**config.mk**
```make
export PLATFORM = sky130hd
export DESIGN_NAME = i2c_status_port
export DESIGN_NICKNAME = d
export VERILOG_FILES = /design/src/rtl/i2c_sp_pkg.sv /design/src/rtl/i2c_sp_sync.sv /design/src/rtl/i2c_sp_cond.sv /design/src/rtl/i2c_status_port.sv
export SDC_FILE = /design/constraint.sdc
export NUM_CORES = 1
export LEC_CHECK = 0
export BUFFER_PORTS_ARGS = -buffer_cell sky130_fd_sc_hd__buf_2
export CORE_MARGIN = 8
export CORE_UTILIZATION = 53
export CTS_CLUSTER_DIAMETER = 40
export CTS_CLUSTER_SIZE = 10
export DETAILED_ROUTE_END_ITERATION = 10
export GPL_TIMING_DRIVEN = 1
export PLACE_DENSITY = 0.75
export SYNTH_ARGS = -nofsm -noshare
export SYNTH_HDL_FRONTEND = slang
export SYNTH_HIERARCHICAL = 1
export SYNTH_SLANG_ARGS = --single-unit
```
**constraint.sdc**
```tcl
create_clock -name clk -period 2.1 [get_ports clk]
set_input_delay 0.42 -clock clk [delete_from_list [all_inputs] [get_ports clk]]
set_output_delay 0.42 -clock clk [all_outputs]
set_load 0.02 [all_outputs]
```
**src/rtl/i2c_sp_pkg.sv**
```systemverilog
// Package: shared state type for the two-wire status port.
// Assumes: one engine instance uses this encoding; no other block decodes it.
package i2c_sp_pkg;

    typedef enum logic [3:0] {
        S_IDLE,     // bus free, waiting for start
        S_ADDR,     // receiving address byte
        S_AACK_W,   // address matched, waiting for SCL low to pull
        S_AACK,     // pulling ACK for address
        S_WDATA,    // receiving control byte
        S_WACK_W,   // byte done, waiting for SCL low to pull
        S_WACK,     // pulling ACK for control byte
        S_RDATA,    // sending status bits
        S_RACK,     // released, waiting for master ACK/NACK
        S_RREP,     // master acked, reload on next SCL low
        S_IGNORE    // silent until next start
    } sp_state_t;

endpackage

```
**src/rtl/i2c_sp_sync.sv**
```systemverilog
// Module: multi-stage synchronizer for asynchronous bus lines.
// Assumes: inputs are level signals that idle high; STAGES >= 2.
module i2c_sp_sync #(
    parameter int WIDTH  = 2,
    parameter int STAGES = 2
) (
    input  logic             clk,
    input  logic             rst_n,
    input  logic [WIDTH-1:0] d,
    output logic [WIDTH-1:0] q
);

    for (genvar i = 0; i < WIDTH; i++) begin : g_line
        logic [STAGES-1:0] chain;

        // Shift each line through its own flop chain, idle value high.
        always_ff @(posedge clk) begin
            if (!rst_n) chain <= '1;
            else        chain <= {chain[STAGES-2:0], d[i]};
        end

        assign q[i] = chain[STAGES-1];
    end

endmodule

```
**src/rtl/i2c_sp_cond.sv**
```systemverilog
// Module: bus event detector working on synchronized SCL and SDA.
// Assumes: inputs are already synchronous to clk; both lines idle high.
// Gives one-cycle pulses for SCL edges and for start and stop conditions.
module i2c_sp_cond (
    input  logic clk,
    input  logic rst_n,
    input  logic scl_s,
    input  logic sda_s,
    output logic scl_rise,
    output logic scl_fall,
    output logic start_det,
    output logic stop_det
);

    logic scl_p;
    logic sda_p;

    // Hold the previous samples for edge detection.
    always_ff @(posedge clk) begin
        if (!rst_n) begin
            scl_p <= 1'b1;
            sda_p <= 1'b1;
        end else begin
            scl_p <= scl_s;
            sda_p <= sda_s;
        end
    end

    // Decode edges; SDA moves while SCL stays high mark start/stop.
    always_comb begin
        scl_rise  = scl_s & ~scl_p;
        scl_fall  = ~scl_s & scl_p;
        start_det = scl_s & scl_p & sda_p & ~sda_s;
        stop_det  = scl_s & scl_p & ~sda_p & sda_s;
    end

endmodule

```
**src/rtl/i2c_status_port.sv**
```systemverilog
// Module: two-wire slave with one write-only control byte and one read-only
// status byte.
// Assumes: clk is several times faster than SCL; SDA is wired open-drain
// outside, so sda_pull = 1 means the line is pulled low. No clock stretching.
module i2c_status_port #(
    parameter int         DW       = 8,
    parameter logic [6:0] SLV_ADDR = 7'b1000000,
    parameter int         SYNC_STG = 2
) (
    input  logic          clk,
    input  logic          rst_n,
    input  logic          scl_i,
    input  logic          sda_i,
    output logic          sda_pull,
    input  logic          stereo_det,
    input  logic          sap_det,
    output logic [DW-1:0] ctrl_q
);
    import i2c_sp_pkg::*;

    localparam int CW = $clog2(DW);
    localparam logic [CW-1:0] LAST_BIT = CW'(DW - 1);

    logic          scl_s, sda_s;
    logic          scl_rise, scl_fall, start_det, stop_det;
    sp_state_t     st;
    logic [CW-1:0] cnt;
    logic [DW-2:0] sh;
    logic [DW-2:0] rsh;
    logic [DW-1:0] stat_q;
    logic          rw;
    logic [DW-1:0] rx_byte;
    logic [DW-1:0] stat_now;
    logic          last;

    i2c_sp_sync #(.WIDTH(2), .STAGES(SYNC_STG)) u_sync (
        .clk   (clk),
        .rst_n (rst_n),
        .d     ({scl_i, sda_i}),
        .q     ({scl_s, sda_s})
    );

    i2c_sp_cond u_cond (
        .clk       (clk),
        .rst_n     (rst_n),
        .scl_s     (scl_s),
        .sda_s     (sda_s),
        .scl_rise  (scl_rise),
        .scl_fall  (scl_fall),
        .start_det (start_det),
        .stop_det  (stop_det)
    );

    // Assemble the received byte and the live status byte.
    always_comb begin
        rx_byte  = {sh, sda_s};
        stat_now = {stereo_det, sap_det, {(DW-2){1'b0}}};
        last     = (cnt == LAST_BIT);
    end

    // Transfer engine: bit counting, acknowledge, control commit, status send.
    always_ff @(posedge clk) begin
        if (!rst_n) begin
            st       <= S_IDLE;
            cnt      <= '0;
            sh       <= '0;
            rsh      <= '0;
            stat_q   <= '0;
            rw       <= 1'b0;
            sda_pull <= 1'b0;
            ctrl_q   <= '0;
        end else if (start_det) begin
            st       <= S_ADDR;
            cnt      <= '0;
            sda_pull <= 1'b0;
        end else if (stop_det) begin
            st       <= S_IDLE;
            cnt      <= '0;
            sda_pull <= 1'b0;
        end else begin
            case (st)
                S_ADDR: if (scl_rise) begin
                    sh <= rx_byte[DW-2:0];
                    if (last) begin
                        cnt <= '0;
                        rw  <= rx_byte[0];
                        st  <= (rx_byte[DW-1 -: 7] == SLV_ADDR) ? S_AACK_W : S_IGNORE;
                    end else begin
                        cnt <= cnt + 1'b1;
                    end
                end
                S_AACK_W: if (scl_fall) begin
                    sda_pull <= 1'b1;
                    st       <= S_AACK;
                end
                S_AACK: if (scl_fall) begin
                    cnt <= '0;
                    if (rw) begin
                        stat_q   <= stat_now;
                        rsh      <= stat_now[DW-2:0];
                        sda_pull <= ~stat_now[DW-1];
                        st       <= S_RDATA;
                    end else begin
                        sda_pull <= 1'b0;
                        st       <= S_WDATA;
                    end
                end
                S_WDATA: if (scl_rise) begin
                    sh <= rx_byte[DW-2:0];
                    if (last) begin
                        cnt    <= '0;
                        ctrl_q <= rx_byte;
                        st     <= S_WACK_W;
                    end else begin
                        cnt <= cnt + 1'b1;
                    end
                end
                S_WACK_W: if (scl_fall) begin
                    sda_pull <= 1'b1;
                    st       <= S_WACK;
                end
                S_WACK: if (scl_fall) begin
                    sda_pull <= 1'b0;
                    st       <= S_IGNORE;
                end
                S_RDATA: if (scl_fall) begin
                    if (last) begin
                        cnt      <= '0;
                        sda_pull <= 1'b0;
                        st       <= S_RACK;
                    end else begin
                        cnt      <= cnt + 1'b1;
                        sda_pull <= ~rsh[DW-2];
                        rsh      <= {rsh[DW-3:0], 1'b0};
                    end
                end
                S_RACK: if (scl_rise) begin
                    st <= sda_s ? S_IGNORE : S_RREP;
                end
                S_RREP: if (scl_fall) begin
                    rsh      <= stat_q[DW-2:0];
                    sda_pull <= ~stat_q[DW-1];
                    st       <= S_RDATA;
                end
                default: ;
            endcase
        end
    end

endmodule

```
### Word level (Yosys, flattened, before mapping)

Index checks and enable logic that the tools add are counted.

| cells by class | value |
|---|---|
| add/subtract/negate cells | 1 |
| equality and inequality tests | 39 |
| muxes and demuxes | 37 |
| bitwise gates (word level) | 17 |
| reductions and logical operators | 17 |

Operator list:

| cell | number |
|---|---|
| $mux 4 | 13 |
| $ne 4x4->1 const B | 12 |
| $pmux 4 s9 | 1 |
| $mux 7 | 5 |
| $ne 2x2->1 const B | 14 |
| $reduce_and 13->1 | 2 |
| $pmux 7 s3 | 1 |
| $eq 4x3->1 const B | 4 |
| $reduce_and 5->1 | 3 |
| $mux 3 | 4 |
| $reduce_bool 11->1 | 1 |
| $not 1->1 | 10 |
| $mux 1 | 9 |
| $pmux 3 s3 | 1 |
| $reduce_bool 9->1 | 1 |
| $eq 4x2->1 const B | 2 |
| $eq 4x4->1 const B | 2 |
| $reduce_and 4->1 | 2 |
| $reduce_and 8->1 | 1 |
| $and 1x1->1 | 7 |
| $eq 7x7->1 const B | 1 |
| $reduce_and 6->1 | 1 |
| $reduce_bool 3->1 | 2 |
| $pmux 1 s5 | 1 |
| 8 further kinds | 11 |

| word-level totals | value |
|---|---|
| bits in registers | 39 |
| input bits | 6 |
| output and inout bits | 9 |
| word-level logic and storage cells | 124 |

### Longest topological paths before layout

| depth | value |
|---|---|
| depth in word-level cells | 7 |
| depth in mapped cells | 8 |
| gate-level depth less buffers | 7 |

### Cells and area by module

The synthesis kept the hierarchy.

Modules (own cells, without submodules):

| module | instances | cells an instance | area each (sq um) | seq. area each (sq um) |
|---|---|---|---|---|
| i2c_status_port | 1 | 175 | 1561.5 | 540.5 |
| i2c_sp_sync | 1 | 10 | 120.1 | 80.1 |
| i2c_sp_cond | 1 | 8 | 85.1 | 40.0 |

### Worst setup path after synthesis

OpenSTA, ideal clock, no wires.

| path | value |
|---|---|
| path type | register to register |
| start | register cnt[0] |
| end | register st[3] |
| library setup time | 0.118 ns |
| arrival | 1.874 ns |
| required time | 1.982 ns |
| setup slack | 0.108 ns |
| cell stages (with the launch flop) | 8 |
| path buffers | 0 |
| clock period less this slack | 1.992 ns |
| cell sequence | dfxtp_1 -> ha_1 -> ha_1 -> mux2_4 -> o211a_1 -> o32ai_2 -> a21oi_1 -> o2111a_1 |

| between the ends | value |
|---|---|
| cells in the longest elaborated chain, start to end | 3 |
| elaborated cells between the ends (all ways) | 5 |
| those cells by class | eq/ne: 4; reduce/logical: 1 |

Ends and longest elaborated chain:

| element | RTL line | source |
|---|---|---|
| start, declared | i2c_status_port.sv:27 | `logic [CW-1:0] cnt;` |
| start signal, assigned | i2c_status_port.sv:89 | `cnt <= cnt + 1'b1;` |
| start signal, assigned | i2c_status_port.sv:115 | `cnt <= cnt + 1'b1;` |
| start signal, assigned | i2c_status_port.sv:132 | `cnt <= cnt + 1'b1;` |
| $eq 3x3->1 * | i2c_status_port.sv:58 | `last = (cnt == LAST_BIT);` |
| $ne 2x2->1 (no line) | n/a |  |
| $reduce_and 13->1 (no line) * | n/a |  |
| end signal, assigned | i2c_status_port.sv:87 | `st <= (rx_byte[DW-1 -: 7] == SLV_ADDR) ? S_AACK_W : S_IGNORE;` |
| end signal, assigned | i2c_status_port.sv:138 | `st <= sda_s ? S_IGNORE : S_RREP;` |
| end, declared | i2c_status_port.sv:26 | `sp_state_t st;` |

Every way passes the cells marked *; elsewhere a longest branch is shown, timed or not.
A chain may end at the register's enable or synchronous reset.

### Final worst setup path

| path | value |
|---|---|
| start | register cnt[0] |
| end | register st[2] |

The elaborated chain is that of the path after synthesis.

==> flow_metrics.env <==
export IMPL_status="completed"
export IMPL_combPwrFrac_pct=17.8
export IMPL_grt_max_degree=30
export IMPL_cts_root_buffer="clkbuf_4"
export IMPL_fin_worst_skew_ns=0.0118
export IMPL_clock_sinks=33
export IMPL_syn_area_mm2=0.00177
export IMPL_worstSetupStartpointType="flip-flop"
export IMPL_first_iter_violations=138
export IMPL_ant_nets=0
export IMPL_maxCapViolations=0
export IMPL_rsz0062_at_grt="no"
export IMPL_synth_nets=201
export IMPL_synthTopCellsByArea="dfxtp_1 37%, mux2i_1 12%, nor2b_1 8.5%, o21ai_0 3.1%, nand2b_1 2.5%"
export IMPL_grt_usage_pct=15.6
export IMPL_netlist_instances=193
export IMPL_cts_tree="done"
export IMPL_tns_ns=0
export IMPL_switching_share_pct=28.2
export IMPL_cp_max_fo=3
export IMPL_critPathArrivalTime_ns=2.26
export IMPL_ioPinCount=15
export IMPL_placeableCoreArea_mm2=0.00326
export IMPL_p_leak_nw=0.855
export IMPL_max_slew_margin_pct=67.3
export IMPL_pre_cts_slack_ns=0.0415
export IMPL_grt_pass1_vias=1468
export IMPL_ys_seq_area_share_pct=37.4
export IMPL_async_flop_share_pct=0
export IMPL_dieArea_mm2=0.00544
export IMPL_synthTopCellsByCount="33 x dfxtp_1, 24 x nor2b_1, 21 x mux2i_1"
export IMPL_gp_congestion=0.886
export IMPL_syn_area_per_cell_um2=9.15
export IMPL_min_path_type="in -> reg"
export IMPL_drc=0
export IMPL_synth_cell_types=50
export IMPL_hold_end="u_sync/g_line[1].chain[0]"
export IMPL_powerDensity_mw_per_mm2=701
export IMPL_clock_path_buffers=2
export IMPL_n_fill_cell=304
export IMPL_grt_antenna_before_repair=0
export IMPL_cts_htree_levels=2
export IMPL_rr_startpoint="cnt[0]"
export IMPL_hold_viol_final=0
export IMPL_vias_per_cell=5.61
export IMPL_endpoint_kind="flip-flop"
export IMPL_power_report_internal_total_mw=1.01
export IMPL_areaGrowthSynthToFinish_pct=13.6
export IMPL_yosysMostFrequentCell="dfxtp_1"
export IMPL_synth_top_area_share_pct=37.4
export IMPL_synthFlopType="dfxtp_1"
export IMPL_clk_pin_slew_worst_paths_ns=0.11
export IMPL_die_y_um=73.7
export IMPL_wire_per_inst_um=14.4
export IMPL_reg2reg_slack_ns=0.12
export IMPL_rows=21
export IMPL_setup_viol=0
export IMPL_io_buffer_count=14
export IMPL_clkPwrFrac_pct=34.2
export IMPL_synth_seq_cells=33
export IMPL_drive_gt1_share_pct=19.4
export IMPL_max_freq_ghz=0.505
export IMPL_nNetsFinal=218
export IMPL_post_cts_buffers=0
export IMPL_path_class="reg -> reg"
export IMPL_seq_power_share_pct=48.0
export IMPL_overflow=0
export IMPL_ir_drop_mv=0.545
export IMPL_yosysWarnings=6
export IMPL_finalCriticalPeriod_ns=1.98
export IMPL_hold_depth=2
export IMPL_grt_pass1_wl_um=6560
export IMPL_worst_pin_slew_ns=0.490
export IMPL_start_util_pct=54.2
export IMPL_die_w_um=73.7
export IMPL_synth_edf_count=0
export IMPL_dp_hpwl_um=2730
export IMPL_hp_start="scl_i"
export IMPL_diodes=0
export IMPL_finalWirelength_um=3700
export IMPL_yosys_area_top_type="dfxtp_1"
export IMPL_first_pass_iters=4
export IMPL_num_vias=1443
export IMPL_p_switching_mw=0.397
export IMPL_fin_crit_sh_pct=94.4
export IMPL_r2r_cells=7
export IMPL_finalWorstSetupSlack_ns=0.118
export IMPL_clk_insertion_delay_late_ns=0.34
export IMPL_cts_inserted_buffers=5
export IMPL_finalMaxSlewViolations=0
export IMPL_r2r_end="st[2]"
export IMPL_ctsHoldBuffers=0
export IMPL_worstPathRequired_ns=2.38
==> flip-flops by register name (all words and copies together) (netlist names) <==
signal               count
sh                       7
ctrl_q                   8
sda_pull                 1
st                       4
rw                       1
cnt                      3
u_sync/g_line.chain      4
u_cond/sda_p             1
stat_q                   2
rsh                      1
u_cond/scl_p             1
==> layout make-up <==
cell class                 count  area (um2)  area share, %
tap                           46        57.6           2.87
multi-input combinational    141        1040           51.7
clock inverter                 3        46.3           2.31
timing repair buffer          25         153           7.61
clock buffer                   5        37.5           1.87
inverter                       4        15.0          0.748
sequential                    33         661           32.9
==> worst max-delay path, cell delays in order (launching register included) <==
cell and delay [ns]:
dfxtp_1 0.34, ha_1 0.20, ha_1 0.19, mux2_4 0.27, o211a_1 0.24, or3_1 0.35
a41oi_1 0.21, o21a_1 0.14
==> kinds of logic after synthesis <==
logic type               after synthesis  synth area share, %
AND/OR/NAND/NOR                       76                 27.1
AO/OA/AOI/OAI                         39                 15.4
flip-flops                            33                 37.4
multiplexers                          22                 12.7
buffers and inverters                 19                 4.96
XOR/XNOR                               2                0.992
adder cells (fa/ha/maj)                2                 1.42
==> layout by cell type (no fill, tap or decap), types with 3 or more instances in the layout <==
cell type  Yosys  routed
dfxtp_1       33      33
nor2b_1       24      23
mux2i_1       21      21
buf_2          7      14
o21ai_0       11      11
buf_4          2      11
nor2_1         8       8
nand2_1        8       8
nand2b_1       7       7
a21oi_1        6       6
clkbuf_4       0       5
and3_1         4       4
nand3_1        4       4
inv_1          4       4
nor4_1         3       3
a22oi_1        3       3
==> metrics by stage <==
step	power [mW]	std cells	hold WS (ns)	utilization (%)	area, um2
after floorplan	0.858	193	0.386	-	1770
after global placement	0.916	249	0.390	58.4	1900
after detailed placement	0.923	249	0.399	58.4	1900
after CTS	1.41	257	0.245	61.0	1990
after global routing	1.48	257	0.257	61.6	2010
final	1.41	257	0.261	61.6	2010
==> layer usage <==
metal / share of wire (%) / GRT usage [%] / wire length [um] / vias up
li1: - / - / - / 722
met3: 5.1 / 5.32 / 188 / 9
met5: 0 / 0 / 0 / -
met4: 2.5 / 7.98 / 93 / 0
met1: 44 / 17.6 / 1610 / 683
met2: 49 / 25.4 / 1810 / 29
==> repair_timing <==
| action | CTS | global route |
|---|---|---|
| endpoints found under the setup margin | 0 | 4 |
| resized for setup | 0 | 3 |
| hold endpoints to repair | 0 | 0 |
==> power by group through the flow <==
stage / sequential [mW] / combinational (mW) / clock (mW)
finish: 0.676 / 0.250 / 0.481
global route: 0.681 / 0.276 / 0.522
CTS: 0.674 / 0.237 / 0.497
detailed placement: 0.689 / 0.235 / 0
global placement: 0.686 / 0.230 / 0
floorplan: 0.664 / 0.194 / 0
==> how the worst max path moves through the flow <==
stage / slack, ns / to / start / depth (start not counted)
after detailed placement: 0.04 / st[3] / cnt[0] / 7
after global placement: 0.12 / st[3] / cnt[0] / 7
after floorplan: 0.11 / st[3] / cnt[0] / 7
after CTS: 0.05 / st[3] / cnt[0] / 7
final: 0.12 / st[2] / cnt[0] / 7
after global routing: 0.009 / st[1] / cnt[0] / 8
(Power assumes the default switching activity.)
